==> config.mk <==
export PLATFORM = sky130hd
export DESIGN_NAME = rtc_irq_gen
export DESIGN_NICKNAME = d
export VERILOG_FILES = /design/src/rtl/rtcirq_pkg.sv /design/src/rtl/rtcirq_regs.sv /design/src/rtl/rtcirq_match.sv /design/src/rtl/rtcirq_sticky.sv /design/src/rtl/rtc_irq_gen.sv
export SDC_FILE = /design/constraint.sdc
export NUM_CORES = 1
export LEC_CHECK = 0
export BUFFER_PORTS_ARGS = -buffer_cell sky130_fd_sc_hd__buf_2
export CORE_MARGIN = 2
export CORE_UTILIZATION = 41
export DETAILED_ROUTE_END_ITERATION = 7
export GPL_TIMING_DRIVEN = 0
export PLACE_DENSITY_LB_ADDON = 0.3
export SLEW_MARGIN = 20
export SYNTH_ARGS = -nofsm -noshare
export SYNTH_HDL_FRONTEND = slang
export SYNTH_SLANG_ARGS = --single-unit
export TNS_END_PERCENT = 100
==> constraint.sdc <==
create_clock -name clk -period 1.3 [get_ports clk]
set_input_delay 0.195 -clock clk [delete_from_list [all_inputs] [get_ports clk]]
set_output_delay 0.195 -clock clk [all_outputs]
set_load 0.1 [all_outputs]
==> src/rtl/rtcirq_pkg.sv <==
package rtcirq_pkg;
  localparam int BCDW = 8;
  localparam int WDW  = 3;
  localparam int NDAY = 7;

  localparam int ADDR_CTRL  = 0;
  localparam int ADDR_AMIN  = 1;
  localparam int ADDR_AHOUR = 2;
  localparam int ADDR_AWDAY = 3;
  localparam int ADDR_STAT  = 4;

  localparam int BIT_ALM = 4;
  localparam int BIT_SEC = 3;

  localparam int NSRC    = 2;
  localparam int SRC_ALM = 0;
  localparam int SRC_SEC = 1;

  typedef struct packed {
    logic [NDAY-1:0] mask;
    logic [5:0]      hour;
    logic [6:0]      minute;
  } alarm_cfg_t;
endpackage

==> src/rtl/rtcirq_regs.sv <==
module rtcirq_regs
  import rtcirq_pkg::*;
#(
  parameter int AW = 3,
  parameter int DW = 8
) (
  input  logic                clk,
  input  logic                rst,
  input  logic                wr_en,
  input  logic [AW-1:0]       wr_addr,
  input  logic [DW-1:0]       wr_data,
  input  logic [AW-1:0]       rd_addr,
  input  logic [NSRC-1:0]     pend,
  output logic [NSRC-1:0]     src_en,
  output alarm_cfg_t          cfg,
  output logic [DW-1:0]       rd_data
);
  logic [DW-1:0] rd_mux;

  always_ff @(posedge clk) begin
    if (rst) begin
      src_en <= '0;
      cfg    <= '0;
    end else if (wr_en) begin
      case (wr_addr)
        AW'(ADDR_CTRL): begin
          src_en[SRC_ALM] <= wr_data[BIT_ALM];
          src_en[SRC_SEC] <= wr_data[BIT_SEC];
        end
        AW'(ADDR_AMIN):  cfg.minute <= wr_data[6:0];
        AW'(ADDR_AHOUR): cfg.hour   <= wr_data[5:0];
        AW'(ADDR_AWDAY): cfg.mask   <= wr_data[NDAY-1:0];
        default: ;
      endcase
    end
  end

  always_comb begin
    rd_mux = '0;
    case (rd_addr)
      AW'(ADDR_CTRL): begin
        rd_mux[BIT_ALM] = src_en[SRC_ALM];
        rd_mux[BIT_SEC] = src_en[SRC_SEC];
      end
      AW'(ADDR_AMIN):  rd_mux[6:0]      = cfg.minute;
      AW'(ADDR_AHOUR): rd_mux[5:0]      = cfg.hour;
      AW'(ADDR_AWDAY): rd_mux[NDAY-1:0] = cfg.mask;
      AW'(ADDR_STAT): begin
        rd_mux[BIT_ALM] = pend[SRC_ALM];
        rd_mux[BIT_SEC] = pend[SRC_SEC];
      end
      default: ;
    endcase
  end

  always_ff @(posedge clk) begin
    if (rst) rd_data <= '0;
    else     rd_data <= rd_mux;
  end

  a_r1_regs_reset: assert property (@(posedge clk) rst |=> (src_en == '0 && cfg == '0));
endmodule

==> src/rtl/rtcirq_match.sv <==
module rtcirq_match
  import rtcirq_pkg::*;
(
  input  logic            sec_tick,
  input  logic [BCDW-1:0] cur_sec,
  input  logic [BCDW-1:0] cur_min,
  input  logic [BCDW-1:0] cur_hour,
  input  logic [WDW-1:0]  cur_wday,
  input  alarm_cfg_t      cfg,
  output logic            alarm_evt
);
  localparam int MASKW = 1 << WDW;

  logic [MASKW-1:0] mask_ext;
  logic             min_roll;
  logic             min_hit;
  logic             hour_hit;
  logic             day_hit;

  always_comb begin
    mask_ext = '0;
    mask_ext[NDAY-1:0] = cfg.mask;
    min_roll  = sec_tick && (cur_sec == '0);
    min_hit   = (cur_min  == BCDW'(cfg.minute));
    hour_hit  = (cur_hour == BCDW'(cfg.hour));
    day_hit   = mask_ext[cur_wday];
    alarm_evt = min_roll && min_hit && hour_hit && day_hit;
  end
endmodule

==> src/rtl/rtcirq_sticky.sv <==
module rtcirq_sticky (
  input  logic clk,
  input  logic rst,
  input  logic en,
  input  logic evt,
  output logic flag
);
  always_ff @(posedge clk) begin
    if (rst || !en) flag <= 1'b0;
    else if (evt)   flag <= 1'b1;
  end

  a_r8_no_set_disabled: assert property (@(posedge clk) disable iff (rst)
    (!en && !flag) |=> !flag);
endmodule

==> src/rtl/rtc_irq_gen.sv <==
module rtc_irq_gen
  import rtcirq_pkg::*;
#(
  parameter int AW = 3,
  parameter int DW = 8
) (
  input  logic            clk,
  input  logic            rst,
  input  logic            wr_en,
  input  logic [AW-1:0]   wr_addr,
  input  logic [DW-1:0]   wr_data,
  input  logic [AW-1:0]   rd_addr,
  output logic [DW-1:0]   rd_data,
  input  logic            sec_tick,
  input  logic [BCDW-1:0] cur_sec,
  input  logic [BCDW-1:0] cur_min,
  input  logic [BCDW-1:0] cur_hour,
  input  logic [WDW-1:0]  cur_wday,
  output logic            irq_alarm,
  output logic            irq_sec
);
  logic [NSRC-1:0] src_en;
  logic [NSRC-1:0] src_evt;
  logic [NSRC-1:0] pend;
  alarm_cfg_t      cfg;
  logic            alarm_evt;

  rtcirq_regs #(.AW(AW), .DW(DW)) u_regs (
    .clk(clk), .rst(rst), .wr_en(wr_en), .wr_addr(wr_addr), .wr_data(wr_data),
    .rd_addr(rd_addr), .pend(pend), .src_en(src_en), .cfg(cfg), .rd_data(rd_data)
  );

  rtcirq_match u_match (
    .sec_tick(sec_tick), .cur_sec(cur_sec), .cur_min(cur_min),
    .cur_hour(cur_hour), .cur_wday(cur_wday), .cfg(cfg), .alarm_evt(alarm_evt)
  );

  assign src_evt[SRC_ALM] = alarm_evt;
  assign src_evt[SRC_SEC] = sec_tick;

  for (genvar g = 0; g < NSRC; g++) begin : g_src
    rtcirq_sticky u_sticky (
      .clk(clk), .rst(rst), .en(src_en[g]), .evt(src_evt[g]), .flag(pend[g])
    );
  end

  assign irq_alarm = pend[SRC_ALM];
  assign irq_sec   = pend[SRC_SEC];

  logic ctrl_wr;
  assign ctrl_wr = wr_en && (wr_addr == AW'(ADDR_CTRL));

  a_r5_alarm_at_rollover: assert property (@(posedge clk) disable iff (rst)
    $rose(irq_alarm) |-> $past(sec_tick && cur_sec == '0));

  a_r4_bad_weekday: assert property (@(posedge clk) disable iff (rst)
    (cur_wday == 3'd7 && !irq_alarm) |=> !irq_alarm);

  a_r6_sec_from_tick: assert property (@(posedge clk) disable iff (rst)
    $rose(irq_sec) |-> $past(sec_tick));

  a_r7_sticky: assert property (@(posedge clk) disable iff (rst)
    (irq_alarm && !ctrl_wr && !$past(ctrl_wr)) |=> irq_alarm);

  a_r9_ctrl_zero: assert property (@(posedge clk) disable iff (rst)
    (ctrl_wr && wr_data == '0) |=> ##1 (!irq_alarm && !irq_sec));

  a_r10_status: assert property (@(posedge clk) disable iff (rst)
    (rd_addr == AW'(ADDR_STAT)) |=>
      (rd_data[BIT_ALM] == $past(irq_alarm) && rd_data[BIT_SEC] == $past(irq_sec)));
endmodule

==> results of run 1 <==
==> cells by family (layout without fill, tap and decap cells) <==
group           after synthesis  count (layout)  share of synthesized area (%)
other cells                   1               1                         0.2510
mux                          32              32                          22.70
simple gates                 51              51                          18.09
compound gates               15              15                          6.785
xor+xnor                     13              13                          7.621
buf+inv                      10              69                          3.015
flops                        31              31                          41.54
==> worst min-delay path by stage <==
stage / startpoint / endpoint / slack, ps / depth (start not counted)
floorplan: wr_data[0] / u_regs.cfg[13]$_SDFFE_PP0P_ / 340 / 2
global placement: wr_data[6] / u_regs.cfg[19]$_SDFFE_PP0P_ / 450 / 3
detailed placement: g_src[0].u_sticky.flag$_SDFFE_PP0P_ / g_src[0].u_sticky.flag$_SDFFE_PP0P_ / 470 / 1
CTS: wr_data[6] / u_regs.cfg[19]$_SDFFE_PP0P_ / 110 / 3
global route: wr_data[1] / u_regs.cfg[1]$_SDFFE_PP0P_ / 120 / 3
finish: wr_data[6] / u_regs.cfg[19]$_SDFFE_PP0P_ / 100 / 3
==> cell usage after synthesis, types with 2 or more instances <==
cell type and count:
o21ai_1 2, dfxtp_1 31, mux2i_1 26, clkbuf_1 5
nor2b_1 2, a22oi_1 5, a21oi_1 2, nor4_1 3
nor2_1 31, nand2_1 3, xor2_1 13, buf_2 3
mux2_1 4, nor4bb_1 2
==> flip-flops by register name (all words and copies together) (netlist names) <==
register,flops
u_regs.cfg,20
u_regs.src_en,2
u_regs.rd_data,7
g_src.u_sticky.flag,2
==> through the flow <==
stage	TNS (ps)	utilization, %
2_1_floorplan	0	-
3_3_place_gp	-291.9	52.97
3_5_place_dp	-248.0	52.97
4_1_cts	0	54.58
5_1_grt	0	55.35
6_report	0	55.35
==> power by group <==
| group | switching (mW) | internal (mW) | leakage [nW] | total, mW |
|---|---|---|---|---|
| Combinational | 0.148 | 0.109 | 0.577 | 0.257 |
| Sequential | 0.0134 | 0.966 | 0.252 | 0.979 |
| Clock | 0.349 | 0.210 | 0.0293 | 0.559 |
==> routing by layer <==
layer	global-route usage [%]	wire (um)	part of all wire, %
met2	28.26	1677	46
met1	23.66	1698	47
met4	8.777	65	1.8
met5	0	0	0
met3	5.106	184	5.1
==> cell type report <==
| class | count | area share (%) |
|---|---|---|
| flip-flops and latches | 31 | 32.96 |
| clock buffers | 7 | 2.383 |
| clock inverters | 1 | 0.2647 |
| inverters | 1 | 0.1985 |
| plain buffers | 9 | 2.184 |
| well taps | 46 | 3.044 |
| repair buffers | 51 | 14.16 |
| multi-input cells | 112 | 44.80 |
==> reports/metrics.cfg, run 1 <==
[run_status]
status = finished, final reports clean

[pwr]
ir_drop_mv = 0.6364
power_density_nw_per_um2 = 949.9
total_power_mw = 1.796
p_leak_nw = 0.8574

[timing]
maxSlewViolCount = 0
final-setup-viol-count = 0
rsz0062_at_grt = no
tightestPinTransition_ps = 562.4
fmax_ghz = 0.7903
skew_ps = 13.04
timing.final.ws_setup_ps = 34.70
finalCritPeriodShare_pct = 97.33
finalCriticalPeriod_ps = 1265
hold_viol_final = 0
holdWs_ps = 102.0
maxSlewHeadroom_pct = 62.50

[die]
coreArea_um2 = 3416
row_count = 21
ioPinCount = 55
dieWidth_um = 64.37
die_height_um = 64.37
dieArea_um2 = 4143
start_util_pct = 43.74

[setup_path]
crit_end = rd_data[0]
rr_startpoint = u_regs.cfg[12]$_SDFFE_PP0P_
cp.required_ps = 1110
cp.depth = 1
max_stage_delay_ps = 410
cp_max_fo = 1
timing.rr.end = g_src[0].u_sticky.flag$_SDFFE_PP0P_
rrSetupSlack_ps = 90
cp_cell_sequence = buf_2
cp_slowest_cell = buf_2
crit_type = reg2out
startpoint = u_regs.rd_data[0]$_SDFF_PP0_
cp_num_buf_inv = 1
reg2reg_depth = 4
start_kind = flip-flop
critPathArrivalTime_ps = 1070
critPathCaptureType = output pin
path_delay_family = buffers and inverters

[logic_synthesis]
syn_nets = 198
synth-seq-area-share_pct = 41.54
yosys.area.top_type = dfxtp_1
post-synth-top-area-fraction_pct = 41.54
synth_seq_cells = 31
synth-edff-count = 0
syn_avg_cell_area_um2 = 9.764
synth.area.top_cells = dfxtp_1, mux2i_1, nor2_1
synth.distinct_cells = 35
synth_top_flop_cell = dfxtp_1
yosys_warnings = 0
async_flop_share_pct = 0
syn_inst = 153
netlist_area_um2 = 1494

[place]
dp.cells = 250
gp_congestion = 0.8672
dp_hpwl_um = 2732
place_area_um2 = 1809
io_buffers = 51
place_ws_ps = -241.3

[clocking]
htree_levels = 2
cts_resized = 2
cts_buffers = 5
cts_tree = yes
clk_pin_slew_worst_paths_ps = 110
cts_root_buf = clkbuf_4
cts_setup_buffers = 0
cts.sink_count = 31
clock_path_buffers = 2
insertion_delay_ps = 360
cts_hold_buf = 0

[drt]
drt_iter0_drc = 80
vias = 1286
drc_errors = 0
viasPerCell = 4.984
wl_um = 3625
firstDrtPassIters = 5
wire_per_inst_um = 14.05
ant_nets = 0

[global_routing]
grt_remaining_overflow = 0
grt_max_degree = 11
grt_pass1_vias = 1199
grt_pass1_wl_um = 5658
antenna_found_initial = 0
grt_usage_pct = 18.36

[finish]
final_nets = 256
multi_input_area_um2 = 847.1
fin_area_um2 = 1891
ff_latch_area_um2 = 623.1
most-common-layout-cells = buf_2, nor2_1, dfxtp_1
drive_above_1_share_pct = 33.02
n_fill_cell = 335
layout_commonest_cell = buf_2
syn_to_final_growth_pct = 26.55
stdcell_count = 258
antenna_cells = 0

[min_path]
hold_class = in2reg

[job]
maxCapViolCount = 0

(Power assumes the default switching activity.)
==> run 2: changes to the inputs <==
Settings changed: ABC_CLOCK_PERIOD_IN_PS set to 1300, CORE_UTILIZATION 41 to 43.
==> reports/metrics.cfg, run 2 (synthesized netlist as in run 1, its figures left out) <==
[drt]
wl_um = 3496
firstDrtPassIters = 4
viasPerCell = 4.981
vias = 1285
ant_nets = 0
drc_errors = 0
wire_per_inst_um = 13.55
drt_iter0_drc = 54

[pwr]
p_leak_nw = 0.8667
combinationalPowerShare_pct = 13.6
switching_share_pct = 25.73
p_seq_share_pct = 52.2
internal_power_mw = 1.393
ir_drop_mv = 0.5292
p_switching_mw = 0.4826
power_frac_clock_pct = 34.1
power_density_nw_per_um2 = 982.1

[finish]
syn_to_final_growth_pct = 27.81
most-common-layout-cells = buf_2, nor2_1, dfxtp_1
finalCoreUtilization_pct = 57.22
layout_commonest_cell = buf_2
largest-register = u_regs.cfg
drive_above_1_share_pct = 33.49
reg_top3 = u_regs.cfg: 20 flops, u_regs.rd_data: 7 flops
largest_reg_flops = 20
antenna_cells = 0
final_nets = 256
stdcell_count = 258

[setup_path]
path_delay_family = buffers and inverters
rr_startpoint = u_regs.cfg[12]$_SDFFE_PP0P_
start_kind = flip-flop
cp.required_ps = 1110
cp_max_fo = 1
max_stage_delay_ps = 410
cp_slowest_cell = buf_2
cp_num_buf_inv = 1
critPathArrivalTime_ps = 1060
crit_type = reg2out
critPathCaptureType = output pin
cp_cell_sequence = buf_2
startpoint = u_regs.rd_data[3]$_SDFF_PP0_

[timing]
hold_viol_final = 0
fmax_ghz = 0.7963
skew_ps = 3.097
rsz0062_at_grt = no
maxSlewHeadroom_pct = 61.35
tightestPinTransition_ps = 571.7
final-setup-viol-count = 0
finalCriticalPeriod_ps = 1256
maxSlewViolCount = 0
holdWs_ps = 110.4
finalCritPeriodShare_pct = 96.60

[job]
maxCapViolCount = 0

[min_path]
hold_class = in2reg
hp-start = wr_data[6]

[clocking]
cts_buffers = 5
clk_pin_slew_worst_paths_ps = 90
cts_tree = yes
insertion_delay_ps = 330
cts_hold_buf = 0
cts_root_buf = clkbuf_4
htree_levels = 2
clock_path_buffers = 2
cts.sink_count = 31

[die]
dieWidth_um = 62.94
ioPinCount = 55
row_count = 21
start_util_pct = 44.77
coreArea_um2 = 3337
die_height_um = 62.94
dieArea_um2 = 3961

[global_routing]
grt.busiest_layer = met2
antenna_found_initial = 0
grt_pass1_vias = 1169
use_met2_pct = 28.86
grt_remaining_overflow = 0
met1_usage_pct = 24.19
grt_use_met3_pct = 6.667
grt_max_degree = 11
grt_pass1_wl_um = 5664
grt_usage_pct = 18.88

[place]
dp_hpwl_um = 2659
io_buffers = 51
dp.cells = 250
gp_congestion = 0.8059

[run_status]
status = finished, final reports clean

-- run 2: changes by cell type in the layout (fill, tap and decap cells not counted), sizes merged --
cell	before	now
clkinv	1	0
clkbuf	15	16
-- run 2: power by group through the flow --
| stage | sequential [mW] | clock [mW] | combinational (mW) |
|---|---|---|---|
| final | 0.979 | 0.640 | 0.256 |
| after global routing | 0.982 | 0.707 | 0.280 |
| after CTS | 0.979 | 0.657 | 0.251 |
| after detailed placement | 1.00 | 0 | 0.250 |
| after global placement | 1.00 | 0 | 0.247 |
| after floorplan | 1.01 | 0 | 0.121 |
-- run 2: path summary, 6_finish.rpt --
path | cells after the start | slack (ps) | to
max | 1 | 40 | rd_data[3]
max reg2reg | 4 | 90 | g_src[0].u_sticky.flag$_SDFFE_PP0P_
min reg2reg | 1 | 480 | g_src[0].u_sticky.flag$_SDFFE_PP0P_
min | 3 | 110 | u_regs.cfg[6]$_SDFFE_PP0P_
-- run 2: metal layers --
metal	share of wire (%)	wire length (um)	vias up
li1	-	-	655
met1	46	1594	590
met2	47	1648	34
met3	5.5	193	6
met4	1.7	59	0
met5	0	0	-
-- run 2: final cells by class --
cell class | instances | area [um^2]
Fill cell | 327 | 1428
Multi-Input combinational cell | 112 | 847.1
Sequential cell | 31 | 623.1
Timing Repair Buffer | 51 | 267.8
Clock buffer | 8 | 68.82
Tap cell | 46 | 57.56
Buffer | 9 | 41.29
Inverter | 1 | 3.754
-- run 2: per-stage QoR --
stage / cell area (um^2) / total power [mW] / setup slack, ps / TNS (ps)
final: 1909 / 1.875 / 44.25 / 0
after global placement: 1809 / 1.248 / -231.6 / -311.7
after floorplan: 1496 / 1.134 / 2.873 / 0
after CTS: 1883 / 1.887 / 26.62 / 0
after global routing: 1909 / 1.969 / 6.265 / 0
after detailed placement: 1809 / 1.252 / -245.0 / -265.8
-- run 2: worst register-to-register path, cell delays in order, from the launching register on --
cell and delay (ps):
dfxtp_1 340, xor2_1 180, nor4_2 340, nand4_1 150
o2bb2ai_1 140
-- run 2: repair_timing --
action,4_1_cts,5_1_grt
setup buffers,0,0
resized for setup,2,6
endpoints found under the setup margin,2,4
==> run 3: changes to the inputs <==
Settings changed: ABC_AREA set to 1, MAX_ROUTING_LAYER set to met4.
==> reports/metrics.cfg, run 3 <==
[place]
place_ws_ps = 160.5
dp_hpwl_um = 3013
place_area_um2 = 1922
io_buffers = 52
gp_congestion = 0.9340

[finish]
finalCoreUtilization_pct = 55.55
final_nets = 356
largest-register = u_regs.cfg
reg_top3 = u_regs.cfg: 20 flops, u_regs.rd_data: 7 flops
fin_area_um2 = 2003
largest_reg_flops = 20
antenna_cells = 0
most-common-layout-cells = nand2_1, buf_2, inv_1
drive_above_1_share_pct = 25.00
layout_commonest_cell = nand2_1
syn_to_final_growth_pct = 25.27
n_fill_cell = 383

[logic_synthesis]
synth-edff-count = 0
syn_avg_cell_area_um2 = 6.345
async_flop_share_pct = 0
syn_inst = 252
synth.distinct_cells = 23
post-synth-top-area-fraction_pct = 38.81
yosys.area.top_type = dfxtp_1
synth_top_flop_cell = dfxtp_1
yosys_warnings = 0
synth_common_cells = nand2_1, inv_1, dfxtp_1
netlist_area_um2 = 1599
synth.most_common_cell = nand2_1
synth-seq-area-share_pct = 38.81
syn_nets = 297
synth_seq_cells = 31
synth.area.top_cells = dfxtp_1, nand2_1, inv_1

[pwr]
power_density_nw_per_um2 = 1009
p_leak_nw = 1.018
ir_drop_mv = 0.6185

[die]
start_util_pct = 44.34
coreArea_um2 = 3606
row_count = 22
dieArea_um2 = 4222
ioPinCount = 55
dieWidth_um = 64.98
die_height_um = 64.98

[setup_path]
rrSetupSlack_ps = 180
max_stage_delay_ps = 420
cp_num_buf_inv = 1
cp.required_ps = 1110
start_kind = flip-flop
timing.rr.end = g_src[0].u_sticky.flag$_SDFFE_PP0P_
cp_cell_sequence = buf_2
rr_startpoint = u_regs.cfg[7]$_SDFFE_PP0P_
critPathArrivalTime_ps = 1040
path_delay_family = buffers and inverters
cp_max_fo = 3
critPathCaptureType = output pin
crit_type = reg2out
reg2reg_depth = 8
cp_slowest_cell = buf_2

[clocking]
cts_hold_buf = 0
cts_buffers = 5
insertion_delay_ps = 290
cts_root_buf = clkbuf_8
cts_setup_buffers = 0
cts.sink_count = 31
clock_path_buffers = 2
cts_resized = 0
cts_tree = yes
clk_pin_slew_worst_paths_ps = 70
htree_levels = 2

[global_routing]
grt_pass1_vias = 1629
grt_max_degree = 11
grt_remaining_overflow = 0
antenna_found_initial = 0
grt_pass1_wl_um = 6713
grt_usage_pct = 21.11

[timing]
holdWs_ps = 163.5
hold_viol_final = 0
maxSlewViolCount = 0
rsz0062_at_grt = no
timing.final.ws_setup_ps = 65.44
fmax_ghz = 0.8100
skew_ps = 4.834
fin_setup_tns_ps = 0
final-setup-viol-count = 0
finalCritPeriodShare_pct = 94.97
finalCriticalPeriod_ps = 1235

[drt]
viasPerCell = 4.722
wire_per_inst_um = 10.74
ant_nets = 0
drt_iter0_drc = 76
wl_um = 3867
firstDrtPassIters = 4
drc_errors = 0
vias = 1700

[min_path]
hold_end = u_regs.rd_data[6]$_SDFF_PP0_
whs_path_depth = 2
hold_class = in2reg
hp-start = rst

[run_status]
status = finished, final reports clean

[job]
maxCapViolCount = 0

==> run 3: logic make-up (layout without fill, tap and decap cells) <==
group / after synthesis / count (layout) / synth area share [%]
buf+inv: 56 / 116 / 13.85
simple gates: 112 / 112 / 29.26
other cells: 1 / 1 / 0.2345
flops: 31 / 31 / 38.81
compound gates: 52 / 52 / 17.84
==> run 3: through the flow <==
step	power (mW)	cells
2_1_floorplan	1.193	252
3_3_place_gp	1.313	352
3_5_place_dp	1.318	352
4_1_cts	2.031	360
5_1_grt	2.113	360
6_report	2.022	360
==> run 3: metal layers <==
layer  vias up  routed length, um  global-route usage [%]
met2        56               1722                   35.18
met5         -                  0                       -
met1       730               1774                   24.52
met4         0                 53                   6.649
met3         7                317                   6.076
li1        907                  -                       -
==> run 3: where the power goes <==
part	total [mW]	internal, mW	switching (mW)
Clock	0.723	0.375	0.348
Combinational	0.308	0.115	0.193
Sequential	0.991	0.977	0.0134
Total	2.02	1.47	0.554
==> run 3: final cells by class <==
type | instances | area, um^2 | area share [%]
Buffer | 5 | 30.03 | 1.499
Multi-Input combinational cell | 165 | 757.0 | 37.79
Clock inverter | 1 | 5.005 | 0.2498
Tap cell | 48 | 60.06 | 2.998
Timing Repair Buffer | 52 | 260.3 | 12.99
Sequential cell | 31 | 623.1 | 31.11
Inverter | 51 | 191.4 | 9.557
Clock buffer | 7 | 76.32 | 3.810
==> run 3: how the worst max path moves through the flow <==
stage                                        start                            to  slack (ps)  depth (start not counted)
5_1_grt        g_src[0].u_sticky.flag$_SDFFE_PP0P_                     irq_alarm          40                          1
2_1_floorplan         u_regs.rd_data[0]$_SDFF_PP0_                    rd_data[0]         200                          0
4_1_cts        g_src[0].u_sticky.flag$_SDFFE_PP0P_                     irq_alarm          60                          1
3_5_place_dp                            rd_addr[2]  u_regs.rd_data[3]$_SDFF_PP0_         160                          6
3_3_place_gp                            rd_addr[2]  u_regs.rd_data[3]$_SDFF_PP0_         140                          6
6_report       g_src[0].u_sticky.flag$_SDFFE_PP0P_                     irq_alarm          70                          1
